File: src/rtl/tour_cost_pkg.sv
`timescale 1ns/1ps
package tour_cost_pkg;
   // Evaluation phases; each of LOAD, SETTLE and WALK lasts N_CITY cycles.
   typedef enum logic [2:0] {
      ST_IDLE,
      ST_LOAD,
      ST_SETTLE,
      ST_WALK,
      ST_TAIL
   } eval_state_e;
endpackage

File: src/rtl/tce_sort_array.sv
`timescale 1ns/1ps
// Systolic insertion array: each cell keeps the smaller of its held pair and
// the arriving pair, and passes the larger one to its neighbour on the next edge.
module tce_sort_array #(
   parameter int NCELL = 8,
   parameter int KEY_W = 8,
   parameter int ID_W  = 3
) (
   input  logic                   clk,
   input  logic                   rst_n,
   input  logic                   clr,
   input  logic                   in_vld,
   input  logic [KEY_W-1:0]       in_key,
   input  logic [ID_W-1:0]        in_id,
   output logic [NCELL*ID_W-1:0]  cell_id
);
   localparam int PW = KEY_W + ID_W;

   logic [PW-1:0] hold_w [NCELL];
   logic          hv_w   [NCELL];
   logic [PW-1:0] fwd_w  [NCELL];
   logic          fv_w   [NCELL];

   for (genvar i = 0; i < NCELL; i++) begin : g_cell
      logic [PW-1:0] arr;
      logic          arr_v;
      logic [PW-1:0] hold;
      logic          hold_v;
      logic [PW-1:0] fwd;
      logic          fwd_v;

      if (i == 0) begin : g_head
         // city index in the low bits breaks ties toward the lower city
         assign arr   = {in_key, in_id};
         assign arr_v = in_vld;
      end else begin : g_body
         assign arr   = fwd_w[i-1];
         assign arr_v = fv_w[i-1];
      end

      always_ff @(posedge clk or negedge rst_n) begin
         if (!rst_n) begin
            hold   <= '0;
            hold_v <= 1'b0;
            fwd    <= '0;
            fwd_v  <= 1'b0;
         end else if (clr) begin
            hold_v <= 1'b0;
            fwd_v  <= 1'b0;
         end else begin
            fwd_v <= 1'b0;
            if (arr_v) begin
               if (!hold_v) begin
                  hold   <= arr;
                  hold_v <= 1'b1;
               end else if (arr < hold) begin
                  hold  <= arr;
                  fwd   <= hold;
                  fwd_v <= 1'b1;
               end else begin
                  fwd   <= arr;
                  fwd_v <= 1'b1;
               end
            end
         end
      end

      assign hold_w[i] = hold;
      assign hv_w[i]   = hold_v;
      assign fwd_w[i]  = fwd;
      assign fv_w[i]   = fwd_v;
      assign cell_id[i*ID_W +: ID_W] = hold[ID_W-1:0];
   end

   // occupied neighbours are always in strictly ascending (weight, city) order
   for (genvar i = 0; i < NCELL - 1; i++) begin : g_chk
      a_r2_cells_ascending: assert property (@(posedge clk) disable iff (!rst_n)
         (hv_w[i] && hv_w[i+1]) |-> (hold_w[i] < hold_w[i+1]));
   end

   // with N_CITY pairs per clear, nothing is ever pushed out of the last cell
   a_r2_no_spill: assert property (@(posedge clk) disable iff (!rst_n)
      !fv_w[NCELL-1]);
endmodule

File: src/rtl/tce_cost_mem.sv
`timescale 1ns/1ps
// Directed cost matrix, one write and one registered read per cycle.
module tce_cost_mem #(
   parameter int N_CITY = 8,
   parameter int COST_W = 8,
   localparam int IDX_W = $clog2(N_CITY),
   localparam int DEPTH = N_CITY * N_CITY,
   localparam int AW    = $clog2(DEPTH)
) (
   input  logic              clk,
   input  logic              rst_n,
   input  logic              wr_en,
   input  logic [IDX_W-1:0]  wr_from,
   input  logic [IDX_W-1:0]  wr_to,
   input  logic [COST_W-1:0] wr_data,
   input  logic [IDX_W-1:0]  rd_from,
   input  logic [IDX_W-1:0]  rd_to,
   output logic [COST_W-1:0] rd_data
);
   logic [COST_W-1:0] mem [DEPTH];
   logic [AW-1:0]     wa;
   logic [AW-1:0]     ra;

   // address variant: plain concatenation for power-of-two city counts
   if ((N_CITY & (N_CITY - 1)) == 0) begin : g_pow2
      assign wa = {wr_from, wr_to};
      assign ra = {rd_from, rd_to};
   end else begin : g_mul
      assign wa = AW'(int'(wr_from) * N_CITY + int'(wr_to));
      assign ra = AW'(int'(rd_from) * N_CITY + int'(rd_to));
   end

   always_ff @(posedge clk) begin
      if (wr_en) mem[wa] <= wr_data;
   end

   always_ff @(posedge clk or negedge rst_n) begin
      if (!rst_n) rd_data <= '0;
      else        rd_data <= mem[ra];
   end
endmodule

File: src/rtl/tce_rank_invert.sv
`timescale 1ns/1ps
// Inverts a visit order into a per-city position vector.
module tce_rank_invert #(
   parameter int N_CITY = 8,
   localparam int IDX_W = $clog2(N_CITY)
) (
   input  logic [N_CITY*IDX_W-1:0] order,
   output logic [N_CITY*IDX_W-1:0] rank
);
   always_comb begin
      rank = '0;
      for (int i = 0; i < N_CITY; i++) begin
         for (int c = 0; c < N_CITY; c++) begin
            if (int'(order[i*IDX_W +: IDX_W]) == c)
               rank[c*IDX_W +: IDX_W] = IDX_W'(i);
         end
      end
   end
endmodule

File: src/rtl/tour_cost_eval.sv
`timescale 1ns/1ps
module tour_cost_eval
   import tour_cost_pkg::*;
#(
   parameter int N_CITY   = 8,
   parameter int WEIGHT_W = 8,
   parameter int COST_W   = 8,
   localparam int IDX_W   = $clog2(N_CITY),
   localparam int SUM_W   = COST_W + $clog2(N_CITY)
) (
   input  logic                    clk,
   input  logic                    rst_n,
   input  logic                    cm_we,
   input  logic [IDX_W-1:0]        cm_from,
   input  logic [IDX_W-1:0]        cm_to,
   input  logic [COST_W-1:0]       cm_data,
   input  logic                    start,
   input  logic [N_CITY*WEIGHT_W-1:0] weights,
   output logic                    busy,
   output logic                    done,
   output logic [SUM_W-1:0]        tour_cost,
   output logic [N_CITY*IDX_W-1:0] visit_order,
   output logic [N_CITY*IDX_W-1:0] city_rank
);
   localparam logic [IDX_W-1:0] LAST_IDX = IDX_W'(N_CITY - 1);
   localparam int LAT   = 3 * N_CITY + 1;
   localparam int CHK_W = $clog2(LAT + 1) + 1;

   if (N_CITY < 2) begin : g_bad_cities
      $error("tour_cost_eval: N_CITY must be at least 2");
   end
   if (N_CITY > 64) begin : g_big_cities
      $error("tour_cost_eval: N_CITY above 64 makes the matrix too large");
   end
   if (WEIGHT_W < 1 || COST_W < 1) begin : g_bad_width
      $error("tour_cost_eval: WEIGHT_W and COST_W must be positive");
   end

   eval_state_e               state;
   logic [IDX_W-1:0]          cnt;
   logic [IDX_W-1:0]          nxt;
   logic [N_CITY*WEIGHT_W-1:0] wreg;
   logic [SUM_W-1:0]          acc;
   logic                      qv;
   logic                      accept;
   logic [N_CITY*IDX_W-1:0]   sorted_id;
   logic [N_CITY*IDX_W-1:0]   rank_w;
   logic [COST_W-1:0]         rd_cost;
   logic [IDX_W-1:0]          leg_from;
   logic [IDX_W-1:0]          leg_to;

   assign busy   = (state != ST_IDLE);
   assign accept = (state == ST_IDLE) && start;
   assign nxt    = (cnt == LAST_IDX) ? '0 : cnt + 1'b1;

   tce_sort_array #(
      .NCELL (N_CITY),
      .KEY_W (WEIGHT_W),
      .ID_W  (IDX_W)
   ) i_sort (
      .clk     (clk),
      .rst_n   (rst_n),
      .clr     (accept),
      .in_vld  (state == ST_LOAD),
      .in_key  (wreg[int'(cnt)*WEIGHT_W +: WEIGHT_W]),
      .in_id   (cnt),
      .cell_id (sorted_id)
   );

   assign leg_from = sorted_id[int'(cnt)*IDX_W +: IDX_W];
   assign leg_to   = sorted_id[int'(nxt)*IDX_W +: IDX_W];

   tce_cost_mem #(
      .N_CITY (N_CITY),
      .COST_W (COST_W)
   ) i_mem (
      .clk     (clk),
      .rst_n   (rst_n),
      .wr_en   (cm_we && !busy),
      .wr_from (cm_from),
      .wr_to   (cm_to),
      .wr_data (cm_data),
      .rd_from (leg_from),
      .rd_to   (leg_to),
      .rd_data (rd_cost)
   );

   tce_rank_invert #(
      .N_CITY (N_CITY)
   ) i_rank (
      .order (sorted_id),
      .rank  (rank_w)
   );

   always_ff @(posedge clk or negedge rst_n) begin
      if (!rst_n) begin
         state       <= ST_IDLE;
         cnt         <= '0;
         wreg        <= '0;
         acc         <= '0;
         qv          <= 1'b0;
         done        <= 1'b0;
         tour_cost   <= '0;
         visit_order <= '0;
         city_rank   <= '0;
      end else begin
         done <= 1'b0;
         qv   <= (state == ST_WALK);
         if (qv) acc <= acc + SUM_W'(rd_cost);
         unique case (state)
            ST_IDLE: begin
               if (start) begin
                  wreg  <= weights;
                  cnt   <= '0;
                  acc   <= '0;
                  state <= ST_LOAD;
               end
            end
            ST_LOAD: begin
               cnt <= nxt;
               if (cnt == LAST_IDX) state <= ST_SETTLE;
            end
            ST_SETTLE: begin
               cnt <= nxt;
               if (cnt == LAST_IDX) state <= ST_WALK;
            end
            ST_WALK: begin
               cnt <= nxt;
               if (cnt == LAST_IDX) state <= ST_TAIL;
            end
            ST_TAIL: begin
               tour_cost   <= acc + SUM_W'(rd_cost);
               visit_order <= sorted_id;
               city_rank   <= rank_w;
               done        <= 1'b1;
               state       <= ST_IDLE;
            end
            default: state <= ST_IDLE;
         endcase
      end
   end

   // ---------------- assertions ----------------
   logic [CHK_W-1:0]  chk_cnt;
   logic [N_CITY-1:0] seen;
   logic              rank_ok;

   always_ff @(posedge clk or negedge rst_n) begin
      if (!rst_n)      chk_cnt <= '0;
      else if (accept) chk_cnt <= '0;
      else if (busy)   chk_cnt <= chk_cnt + 1'b1;
   end

   always_comb begin
      seen    = '0;
      rank_ok = 1'b1;
      for (int i = 0; i < N_CITY; i++) begin
         for (int c = 0; c < N_CITY; c++) begin
            if (int'(visit_order[i*IDX_W +: IDX_W]) == c) begin
               seen[c] = 1'b1;
               if (int'(city_rank[c*IDX_W +: IDX_W]) != i) rank_ok = 1'b0;
            end
         end
      end
   end

   a_r7_done_single: assert property (@(posedge clk) disable iff (!rst_n)
      done |=> !done);
   a_r7_done_idle: assert property (@(posedge clk) disable iff (!rst_n)
      done |-> !busy);
   a_r7_latency: assert property (@(posedge clk) disable iff (!rst_n)
      done |-> (chk_cnt == CHK_W'(LAT)));
   a_r3_permutation: assert property (@(posedge clk) disable iff (!rst_n)
      done |-> ($countones(seen) == N_CITY));
   a_r4_rank_inverse: assert property (@(posedge clk) disable iff (!rst_n)
      done |-> rank_ok);
   a_r8_weights_held: assert property (@(posedge clk) disable iff (!rst_n)
      busy |=> $stable(wreg));
   a_r10_results_hold: assert property (@(posedge clk) disable iff (!rst_n)
      !done |-> ($stable(tour_cost) && $stable(visit_order) && $stable(city_rank)));
endmodule

File: config.mk
export PLATFORM = sky130hd
export DESIGN_NAME = tour_cost_eval
export DESIGN_NICKNAME = d
export VERILOG_FILES = /design/src/rtl/tour_cost_pkg.sv /design/src/rtl/tce_sort_array.sv /design/src/rtl/tce_cost_mem.sv /design/src/rtl/tce_rank_invert.sv /design/src/rtl/tour_cost_eval.sv
export SDC_FILE = /design/constraint.sdc
export NUM_CORES = 1
export LEC_CHECK = 0
export ABC_AREA = 1
export BUFFER_PORTS_ARGS = -buffer_cell sky130_fd_sc_hd__clkbuf_2
export CORE_UTILIZATION = 47
export CTS_CLUSTER_SIZE = 12
export DETAILED_ROUTE_END_ITERATION = 10
export PLACE_DENSITY = 0.67
export SETUP_SLACK_MARGIN = 0.2
export SLEW_MARGIN = 5
export SYNTH_ARGS = -nofsm -noshare
export SYNTH_HDL_FRONTEND = slang
export SYNTH_SLANG_ARGS = --single-unit
File: constraint.sdc
create_clock -name clk -period 4.8 [get_ports clk]
set_input_delay 0.48 -clock clk [delete_from_list [all_inputs] [get_ports clk]]
set_output_delay 0.48 -clock clk [all_outputs]
set_load 0.1 [all_outputs]
# ---- After elaboration in Yosys (flattened, before gate mapping)
# Memories as Yosys holds them, arrays and structs flattened. A register that Yosys moved wholly into a read port is not among the register bits.
# Index checks and enable logic that the tools add are counted.
# Widths: inputs -> output; s select.
dict set report op_classes {
  n_addsub 2
  multipliers 2
  n_lt_le_gt_ge 8
  eq_ne 66
  n_shift 3
  n_mux 130
  bitwise 1
  reduce_logical 41
}
# op count
set op_table {}
lappend op_table {{$mux 11} 26}
lappend op_table {{$mux 3} 38}
lappend op_table {{$eq 3x3->1 const B} 30}
lappend op_table {{$lt 11x11->1} 8}
lappend op_table {{$shiftx 64x7->8} 1}
lappend op_table {{$eq 3x2->1 const B} 16}
lappend op_table {{$mux 1} 48}
lappend op_table {{$shiftx 24x6->3} 2}
lappend op_table {{$reduce_and 3->1} 15}
lappend op_table {{$mux 2} 16}
lappend op_table {{$eq 3x1->1 const B} 8}
lappend op_table {{$logic_not 3->1} 8}
lappend op_table {{$ne 2x2->1 const B} 11}
lappend op_table {{$reduce_bool 2->1} 9}
lappend op_table {{$pmux 3 s4} 1}
lappend op_table {{$add 11x8->11} 1}
lappend op_table {{$mul 3x2->5 const B} 2}
lappend op_table {{$pmux 3 s2} 1}
lappend op_table {{$reduce_and 2->1} 2}
lappend op_table {{$reduce_and 4->1} 1}
lappend op_table {{$add 3x1->3 const B} 1}
lappend op_table {{$reduce_bool 3->1} 1}
lappend op_table {{$reduce_or 3->1} 1}
lappend op_table {{$logic_and 1x1->1} 2}
lappend op_table {{other kinds (3)} 4}
dict set report totals {
  ff_bits 322
  ramBits 512
  inputBits 82
  output_inout_bits 61
  wordCells 293
  memories 1
}
# memory depth width read_ports rd_clocked_by_memory_dff wr line_no
set memory_table {}
lappend memory_table {i_mem.mem 64 8 1 1 1 tce_cost_mem.sv:20} ;# logic [COST_W-1:0] mem [DEPTH];

# ---- Logic depth before layout (Yosys ltp)
dict set report depth {
  ltp_word 8
  ltp_mapped 19
  mapped_depth_nobuf 17
}

# ---- Cells and area by module
# A second synthesis with hierarchy kept.
dict set report unflattened {
  hier_cells 4392
  hier_area_um2 40029.6
}
# module n_inst cells_per_inst area_per_inst_um2 seq_area_each_um2
set by_module_without_submodules {}
lappend by_module_without_submodules {tce_cost_mem 1 1819 21349.2 15574.9}
lappend by_module_without_submodules {tce_sort_array 1 1488 10975.5 4504.3}
lappend by_module_without_submodules {tour_cost_eval 1 893 6919.1 3553.4}
lappend by_module_without_submodules {tce_rank_invert 1 192 785.8 0.0}

# ---- Least setup slack after synthesis
# No wires, ideal clock.
dict set report synth_timing {
  path_kind {reg-to-reg}
  from {register cnt[0]}
  to {register i_sort.g_cell[0].hold[3]}
  setup_ns 0.126
  t_arrival_ns 2.713
  required_time_ns 4.674
  setup_slack_ns 1.961
  stages_incl_launch_ff 19
  path_buffers 4
  synth_period_minus_slack_ns 2.839
  cell_sequence {dfrtp_1 > buf_4 > inv_4 > buf_6 > clkbuf_1 > nor2_1 > o22ai_1 > nand2_1 > nand2_1 > ha_1 > a21oi_1 > nor2_1 > a211oi_1 > nand3_1 > nand2_1 > nand2_1 > inv_1 > buf_2 > o21ai_0}
}
dict set report synth_via {
  elab_chain_cells 4
  word_cells_on_any_way 6
  classes_between {order compare: 1; eq/ne: 1; shift: 1; mux: 2; reduce/logical: 1}
}
# element line_no
set synth_rtl {}
lappend synth_rtl {{start: declaration} tour_cost_eval.sv:40} ;# logic [IDX_W-1:0] cnt;
lappend synth_rtl {{start signal: assignment} tour_cost_eval.sv:120} ;# cnt <= nxt;
lappend synth_rtl {{start signal: assignment} tour_cost_eval.sv:124} ;# cnt <= nxt;
lappend synth_rtl {{start signal: assignment} tour_cost_eval.sv:128} ;# cnt <= nxt;
lappend synth_rtl {{$shiftx 64x7->8} tour_cost_eval.sv:65} ;# .in_key (wreg[int'(cnt)*WEIGHT_W +: WEIGHT_W]),
lappend synth_rtl {{net i_sort.in_key[5]} tce_sort_array.sv:13} ;# input logic [KEY_W-1:0] in_key,
lappend synth_rtl {{$lt 11x11->1} tce_sort_array.sv:56} ;# end else if (arr < hold) begin
lappend synth_rtl {{$ne 2x2->1 (no source line)} n/a}
lappend synth_rtl {{$reduce_and 3->1 (no source line)} n/a}
lappend synth_rtl {{end signal: assignment} tce_sort_array.sv:54} ;# hold <= arr;
lappend synth_rtl {{end signal: assignment} tce_sort_array.sv:57} ;# hold <= arr;
lappend synth_rtl {{end: declaration} tce_sort_array.sv:27} ;# logic [PW-1:0] hold;
# The timed path passes the listed nets, and every way through them passes these cells. The select of a mux whose other input is x is not followed.
# A chain may end at the register's enable or synchronous reset.

# ---- Worst setup path after layout
dict set report layout_timing {
  from {register cnt[0]}
  to {register i_mem.rd_data[4] (read register of i_mem.mem)}
}
dict set report layout_via {
  elab_chain_cells 4
  word_cells_on_any_way 7
  classes_between {add/sub: 1; mul: 2; eq/ne: 1; shift: 2; mux: 1}
}
# element line_no
set layout_rtl {}
lappend layout_rtl {{$add 3x1->3 or $eq 3x3->1 (tied branches)} tour_cost_eval.sv:54} ;# assign nxt = (cnt == LAST_IDX) ? '0 : cnt + 1'b1;
lappend layout_rtl {{$mux 3} tour_cost_eval.sv:54}
lappend layout_rtl {{$mul 3x2->5} tour_cost_eval.sv:71} ;# assign leg_to = sorted_id[int'(nxt)*IDX_W +: IDX_W];
lappend layout_rtl {{$shiftx 24x6->3} tour_cost_eval.sv:71}
lappend layout_rtl {{end: declaration} tce_cost_mem.sv:18} ;# output logic [COST_W-1:0] rd_data
# Parallel ways exist; a longest one is shown, timed or not.

==> impl_metrics.tcl <==
set metrics [dict create \
    hp-start "weights[19]" \
    synth_mux_area_frac 0 \
    fin_crit_ns 3.96 \
    ctsHoldBuffers 1 \
    synth_top_area_cell "edfxtp_1" \
    whs_ns 0.0350 \
    place_worst_setup_slack_ns 0.932 \
    drive_gt1_frac 0.0798 \
    synth_area_um2 39100 \
    grt_pass1_vias 27772 \
    worstMarginPinSlew_ns 1.12 \
    start_util 0.476 \
    tritoncts "built" \
    cts_buffers 90 \
    hold_viol_final 0 \
    critical_path.startpoint "cnt[0]" \
    yosysUniqueCellTypes 42 \
    timing.slew.headroom 0.253 \
    ys_ff_latch 842 \
    ys_seq_area_frac 0.604 \
    syn_area_per_cell_um2 9.66 \
    maxCapViolCount 0 \
    critPathMaxStageDelay_ns 0.61 \
    path_max_fanout 85 \
    die_w_um 291 \
    synthSimpleGateAreaFrac 0.209 \
    setup_ws_ns 0.839 \
    grt_overflow 0 \
    firstDrtPassIters 6 \
    syn_nets 4225 \
    critPathRequiredTime_ns 5.32 \
    routed_wl_um 103000 \
    cts_resized 0 \
    drv_slew 0 \
    synth-edff-count 512 \
    max-clock-path-buffers 3 \
    max_freq_mhz 252 \
    grt_max_degree 209 \
    start_kind "flop" \
    drtIter0Drc 3248 \
    place_congestion 0.862 \
    insertion_delay_ns 0.65 \
    slowest_stage "dfrtp_2" \
    clock-sinks 842 \
    final_nets 4281 \
    fin_skew_ns 0.0366 \
    core-area_um2 82200 \
    portBuffers 142 \
    fill_cells 7388 \
    postCtsSetupBuffers 0 \
    async_reset_ff_frac 0.392 \
    h-tree-depth 3 \
    root_buffer "clkbuf_16" \
    die-area_um2 84400 \
    worst_path_most_repeated_cell "nand3_1" \
    arrival_ns 4.48 \
    setup_viol 0 \
    drc_errors 0 \
    cp-end-kind "flop" \
    setup_tns_ns 0 \
    vias 28898 \
    yosys_warnings 0 \
    viasPerCell 5.51 \
    rows 105 \
    rsz0062_at_grt "false" \
    hp-class "in2reg" \
    fp.dieH_um 291 \
    status "finished clean" \
    period_share 0.825 \
    path_cells "ha_1, ha_1, nor2_2, nand2_1, nand3_1, nand3_4, nand2_8, buf_12, o21ai_0, nand2_1, nand3_1, nand3_1, nand3_1, nand3_1, nand2_1" \
    synthXorXnorAreaFrac 0.00134 \
    yosys-top-cells-area "edfxtp_1, dfrtp_1, nand2_1" \
    synth-compound-area-share 0.0803 \
    crit_type "reg2reg" \
    syn_inst 4052 \
    rr_startpoint "cnt[0]" \
    wl_per_cell_um 19.7 \
    areaGrowthSynthToFinish_pct 10.9 \
    ys.flop_type "edfxtp_1" \
    antenna_found_initial 1 \
    grt_pass1_wl_um 161000 \
    dpl.hpwl_um 64900 \
    synthAdderAreaFrac 0.0293 \
    synth_top_family_by_area "simple AND/OR/NAND/NOR gates" \
    path_clk_slew_ns 0.06 \
    track_usage 0.243 \
    yosysTopAreaCellShare 0.393 \
    synthTopCellsByCount "nand2_1, nand3_1, edfxtp_1, inv_1, o21ai_0" \
    post-synth-top-count-cell "nand2_1" \
    io_pins 143 \
    ant_nets 0 \
]
logic make-up (layout without fill, tap and decap cells):
family | count (synthesis) | count (layout)
XOR/XNOR | 6 | 6
flip-flops | 842 | 842
buffers and inverters | 732 | 851
other | 0 | 1
adder cells (fa/ha/maj) | 91 | 91
AO/OA/AOI/OAI | 600 | 600
AND/OR/NAND/NOR | 1781 | 1781
metrics by stage:
stage	util	cells	cell area, um2
2_1_floorplan	-	4052	39100
3_3_place_gp	0.494	5085	40600
3_5_place_dp	0.494	5085	40600
4_1_cts	0.528	5241	43400
5_1_grt	0.528	5241	43400
6_report	0.528	5242	43400
cell usage in the layout, fill, tap and decap left out, types with 4 or more instances in the layout:
cell / netlist / layout
inv_2: 4 / 4
o211ai_1: 18 / 18
clkbuf_16: 0 / 93
nor3_1: 28 / 28
clkinv_2: 0 / 14
clkbuf_2: 0 / 141
o22ai_1: 25 / 25
nor3b_1: 6 / 6
o2111ai_1: 7 / 7
clkinv_1: 4 / 15
a31oi_1: 5 / 5
nand3_1: 519 / 519
a21oi_1: 151 / 151
nand4_1: 6 / 6
nand2_1: 853 / 851
inv_1: 494 / 492
nor4_1: 8 / 8
buf_4: 14 / 42
ha_1: 90 / 90
clkbuf_1: 103 / 23
clkbuf_8: 0 / 10
nor2_1: 163 / 162
o21ai_0: 383 / 383
buf_12: 0 / 8
nand3b_1: 191 / 191
xor2_1: 4 / 4
edfxtp_1: 512 / 512
dfrtp_1: 330 / 329
final cells by class:
| cell class | instances | area [um2] | share of cell area |
|---|---|---|---|
| Inverter | 503 | 1890 | 0.0436 |
| Sequential cell | 842 | 23600 | 0.544 |
| Tap cell | 1070 | 1340 | 0.0308 |
| Antenna cell | 1 | 2.50 | 0.0000576 |
| Clock inverter | 29 | 226 | 0.00521 |
| Multi-Input combinational cell | 2478 | 12600 | 0.290 |
| Timing Repair Buffer | 193 | 1210 | 0.0278 |
| Clock buffer | 126 | 2550 | 0.0587 |
routing by layer:
metal  GRT usage  share of wire
met5           0        0.00011
met4      0.0782          0.030
met2       0.399           0.48
met1       0.335           0.42
met3      0.0322          0.063
final timing paths:
check / end / slack (ns) / cells after the start
worst max-delay path: i_mem.rd_data[4] / 0.84 / 15
worst min-delay path: wreg[19] / 0.03 / 3
worst max register to register: i_mem.rd_data[4] / 0.84 / 15
worst min register to register: visit_order[0] / 0.48 / 2
max in group asynchronous: wreg[40] / 3.26 / 3
min in group asynchronous: i_sort.g_cell[7].hold[7] / 0.36 / 2
worst max-delay path: cells and delay by family, from the launching register on:
kind            cells  cell delay (ns)
compound gates      1             0.15
fa+ha+maj           2             0.53
buf+inv             1             0.34
flops               1             0.61
simple gates       11             2.09
sequential cells by signal, indices dropped and copies added, names as in the netlist:
signal,flops
tour_cost,11
city_rank,24
i_sort.g_cell.hold_v,8
i_sort.g_cell.hold,88
state,3
wreg,64
i_sort.g_cell.fwd,77
done,1
i_mem.rd_data,8
cnt,3
i_sort.g_cell.fwd_v,7
i_mem.mem,512
qv,1
acc,11
visit_order,24
Power is not shown: default switching activity piles up to over one toggle a cycle in this logic, so the estimate is an artifact.
